$ cat config.mk
export PLATFORM = sky130hd
export DESIGN_NAME = irq_arbiter
export DESIGN_NICKNAME = d
export VERILOG_FILES = /design/src/rtl/irq_arbiter.sv
export SDC_FILE = /design/constraint.sdc
export NUM_CORES = 1
export LEC_CHECK = 0
export ABC_AREA = 1
export BUFFER_PORTS_ARGS = -buffer_cell sky130_fd_sc_hd__clkbuf_2
export CAP_MARGIN = 20
export CORE_ASPECT_RATIO = 0.7
export CORE_MARGIN = 2
export CORE_UTILIZATION = 25
export CTS_BUF_LIST = sky130_fd_sc_hd__clkbuf_4 sky130_fd_sc_hd__clkbuf_8
export DETAILED_ROUTE_END_ITERATION = 7
export GPL_TIMING_DRIVEN = 0
export PLACE_DENSITY_LB_ADDON = 0.3
export SYNTH_ARGS = -nofsm -noshare
export SYNTH_HDL_FRONTEND = slang
export SYNTH_SLANG_ARGS = --single-unit
$ cat constraint.sdc
create_clock -name clk -period 3.8 [get_ports clk]
set_clock_uncertainty 0.05 [all_clocks]
set_input_delay 0.57 -clock clk [delete_from_list [all_inputs] [get_ports clk]]
set_output_delay 0.57 -clock clk [all_outputs]
set_load 0.01 [all_outputs]
$ cat src/rtl/irq_arbiter.sv
module irq_arbiter #(
  parameter int          TMR_SRC = 3,
  parameter int          SER_SRC = 5,
  parameter logic [15:0] VEC_TOP = 16'h1FFC
) (
  input  logic               clk,
  input  logic               rst_n,
  input  logic               mask,
  input  logic               swi_req,
  input  logic               ext_req,
  input  logic [TMR_SRC-1:0] tmr_flag,
  input  logic [TMR_SRC-1:0] tmr_en,
  input  logic [SER_SRC-1:0] ser_flag,
  input  logic [SER_SRC-1:0] ser_en,
  input  logic               boundary,
  input  logic               vec_done,
  output logic               irq_pend,
  output logic [3:0]         ack,
  output logic [15:0]        vec_hi_addr,
  output logic [15:0]        vec_lo_addr
);

  logic       tmr_req, ser_req, swi_pend, busy, grant;
  logic [2:0] hw, snap, elig;
  logic [3:0] pick;
  logic [15:0] vec_sel;

  assign tmr_req = |(tmr_flag & tmr_en);
  assign ser_req = |(ser_flag & ser_en);
  assign hw      = {ser_req, tmr_req, ext_req} & {3{~mask}};
  assign elig    = swi_pend ? (snap & hw) : hw;

  always_comb begin
    pick    = 4'b0000;
    vec_sel = VEC_TOP;
    if (elig[0]) begin
      pick = 4'b0010; vec_sel = VEC_TOP - 16'd2;
    end else if (elig[1]) begin
      pick = 4'b0100; vec_sel = VEC_TOP - 16'd4;
    end else if (elig[2]) begin
      pick = 4'b1000; vec_sel = VEC_TOP - 16'd6;
    end else if (swi_pend || hw != 3'b000) begin
      pick = 4'b0001;
    end
  end

  assign irq_pend = (|pick) & ~busy;
  assign grant    = boundary & irq_pend;

  always_ff @(posedge clk) begin
    if (!rst_n) begin
      ack         <= '0;
      busy        <= 1'b0;
      swi_pend    <= 1'b0;
      snap        <= '0;
      vec_hi_addr <= '0;
      vec_lo_addr <= '0;
    end else begin
      ack <= grant ? pick : 4'b0000;
      if (grant) begin
        busy        <= 1'b1;
        vec_hi_addr <= vec_sel;
        vec_lo_addr <= vec_sel + 16'd1;
      end else if (vec_done) begin
        busy <= 1'b0;
      end
      if (swi_req) begin
        swi_pend <= 1'b1;
        snap     <= hw;
      end else if (grant) begin
        if (pick[0]) swi_pend <= 1'b0;
        snap <= snap & ~pick[3:1];
      end
    end
  end


  ack_onehot_chk: assert property (@(posedge clk) disable iff (!rst_n)
    $onehot0(ack));

  ack_boundary_chk: assert property (@(posedge clk) disable iff (!rst_n)
    (ack != 4'b0000) |-> $past(boundary));

  mask_block_chk: assert property (@(posedge clk) disable iff (!rst_n)
    (ack[3:1] != 3'b000) |-> !$past(mask));

  hold_stable_chk: assert property (@(posedge clk) disable iff (!rst_n)
    (busy && !vec_done) |=> ($stable(vec_hi_addr) && $stable(vec_lo_addr) && ack == 4'b0000));

  swi_vec_chk: assert property (@(posedge clk) disable iff (!rst_n)
    ack[0] |-> (vec_hi_addr == VEC_TOP && vec_lo_addr == VEC_TOP + 16'd1));

  ext_first_chk: assert property (@(posedge clk) disable iff (!rst_n)
    ((ack[2] || ack[3]) && !$past(swi_pend)) |-> !$past(ext_req && !mask));

endmodule

==> flow_summary.toml <==
[finish]
utilization_pct = 38.24
area_growth_pct = 45.09
antenna_cells = 0
layout.nets = 202
drive_above_1_share_pct = 54.49

[power]
leakagePower_nw = 0.7225
internal-power_w = 0.0003053
clockPowerShare_pct = 29.2
swShare_pct = 29.36
p_comb_share_pct = 34.7
vdd_drop_max_v = 0.0001328
cellPowerDensity_mw_per_mm2 = 354.3
pwr-share-seq_pct = 36.2
p_switching_w = 0.0001269

[setup_path]
worstPathArrival_ns = 1.35
path_class = "in -> out"
worstSetupStartpointType = "input pin"
reg2reg_depth = 7
cp_data_required_time_ns = 3.18
endpoint_kind = "output pin"
critPathMaxFanout = 4

[clock_network]
cts_tree = "done"
ctsHtreeMaxLevel = 1
cts_hold_buf = 0
root_buffer = "clkbuf_8"
clk_pin_slew_ns = 0.05
cts.sinks = 13
cts_resized = 0
cts_buffer_depth = 2
post_cts_buffers = 0
clock_latency_ns = 0.24
cts_buffers = 3

[logic_synthesis]
ys_ff_latch = 13
avgSynthCellArea_sq_um = 7.248
synthCells = 116
synth_edf_count = 0
netlist_top_cells_area = "dfxtp_1 31%, buf_4 25%, nand2_1 13%, nand3_2 4.8%, a21oi_1 4.2%"
yosys.area.top_type = "dfxtp_1"
ys_types = 23
synth-main-ff-cell = "dfxtp_1"
synth_top_area_share_pct = 30.95
yosysMostFrequentCell = "nand2_1"
async_flop_share_pct = 0
yosysWarnings = 0
ys_seq_area_share_pct = 30.95
syn_area_sq_um = 840.8
synthTopCellsByCount = "29 x nand2_1, 28 x buf_4, 13 x dfxtp_1"

[grt]
grt_pass1_wl_microns = 2656
top_usage_layer = "met1"
grt_util_met1_pct = 12.70
met2_usage_pct = 12.46
track_usage_pct = 9.284
antenna_found_initial = 0
grt_pass1_vias = 631
grt_max_degree = 21
grtUsageMet3_pct = 5.385
grt-ovfl-total = 0

[sta]
slew_headroom_pct = 60.11
fmax_mhz = 506.6
fin_crit_sh_pct = 51.95
finalHoldViolCount = 0
setup_viol_count_final = 0
rsz0062_at_grt = "false"
max_slew.worst_pin.slew_ns = 0.5976
drv_slew = 0
worst_slack_ns = 1.826
period_minus_slack_ns = 1.974
setup_tns_ns = 0
hold_ws_ns = 0.4320

[placement]
portBuffers = 52
hpwlAfterDp_microns = 1463
gp_congestion = 0.7496
post-place-ws_ns = 1.810

[job]
drv_cap = 0

[route]
drtPass1Iterations = 4
ant_nets = 0
wl_per_cell_microns = 8.083
vias = 802
drc = 0
vias_per_cell = 3.713
drtIter0Drc = 42
wirelength_microns = 1746

[die]
fp.dieArea_sq_mm = 0.003851
start_util_pct = 26.35
core_area_sq_mm = 0.003191
ioPinCount = 60
die_w_microns = 73.32
num_rows = 17
die_y_microns = 52.52

[run_status]
status = "finished clean"

[worst_hold_path]
min_path_cells = 2
hold_class = "reg -> reg"
[final cells by class]
class / count / area [sq um]
Inverter: 12 / 46.29
Fill cell: 337 / 1971
Buffer: 28 / 210.2
Timing Repair Buffer: 52 / 260.3
Sequential cell: 13 / 260.3
Tap cell: 38 / 47.55
Multi-Input combinational cell: 69 / 346.6
Clock buffer: 4 / 48.80
[sequential cells by signal, indices dropped and copies added (netlist names)]
signal and cells:
ack 4, vec_hi_addr 4, snap 3, busy 1
swi_pend 1
[worst max-delay path: stages]
cell      delay, ns
clkbuf_2       0.08
nand2_1        0.07
nand3_2        0.13
o21ai_2        0.15
nand3_1        0.12
nand2_1        0.09
inv_1          0.03
clkbuf_2       0.11
[power groups by stage]
stage	Sequential [W]	Clock [W]	Combinational [W]
5_1_grt	0.000158	0.000137	0.000165
3_5_place_dp	0.000159	0	0.000150
3_3_place_gp	0.000159	0	0.000150
6_report	0.000156	0.000126	0.000150
2_1_floorplan	0.000160	0	0.0000974
4_1_cts	0.000156	0.000130	0.000151
[per-stage QoR]
| stage | cells | instance area, sq um | total power (W) |
|---|---|---|---|
| 6_report | 216 | 1220 | 0.0004322 |
| 5_1_grt | 216 | 1220 | 0.0004603 |
| 4_1_cts | 216 | 1220 | 0.0004376 |
| 3_5_place_dp | 212 | 1171 | 0.0003097 |
| 3_3_place_gp | 212 | 1171 | 0.0003095 |
| 2_1_floorplan | 122 | 863.3 | 0.0002571 |
[final timing paths]
kind,start,to,slack (ns)
min,vec_hi_addr[3],vec_hi_addr[3],0.43
max reg2reg,swi_pend,swi_pend,2.46
max,tmr_flag[1],irq_pend,1.83
min reg2reg,vec_hi_addr[3],vec_hi_addr[3],0.43
[cells in the final DEF, fill, tap and decap left out, drive strengths merged]
| cell | netlist | final |
|---|---|---|
| clkbuf | 0 | 56 |
| nand2 | 31 | 31 |
| buf | 28 | 28 |
| dfxtp | 13 | 13 |
| inv | 11 | 11 |
| a21oi | 7 | 7 |
| conb | 1 | 7 |
| nand3 | 6 | 6 |
| o21ai | 6 | 6 |
| nor2 | 5 | 5 |
| o21bai | 3 | 3 |
| or2 | 1 | 1 |
| nand4 | 1 | 1 |
| o211ai | 1 | 1 |
| clkinv | 1 | 1 |
| o31ai | 1 | 1 |
[layer usage]
| metal | vias up | part of all wire [%] |
|---|---|---|
| met5 | - | 0 |
| met2 | 33 | 38 |
| met4 | 0 | 0.46 |
| met3 | 2 | 8.5 |
| met1 | 316 | 53 |
| li1 | 451 | - |
[kinds of logic after synthesis]
| logic type | Yosys count | share of synthesized area, % |
|---|---|---|
| other cells | 1 | 0.4460 |
| flops | 13 | 30.95 |
| simple gates | 44 | 25.00 |
| compound gates | 18 | 13.09 |
| buf+inv | 40 | 30.51 |
No activity file was read; power rests on OpenSTA's default activity.
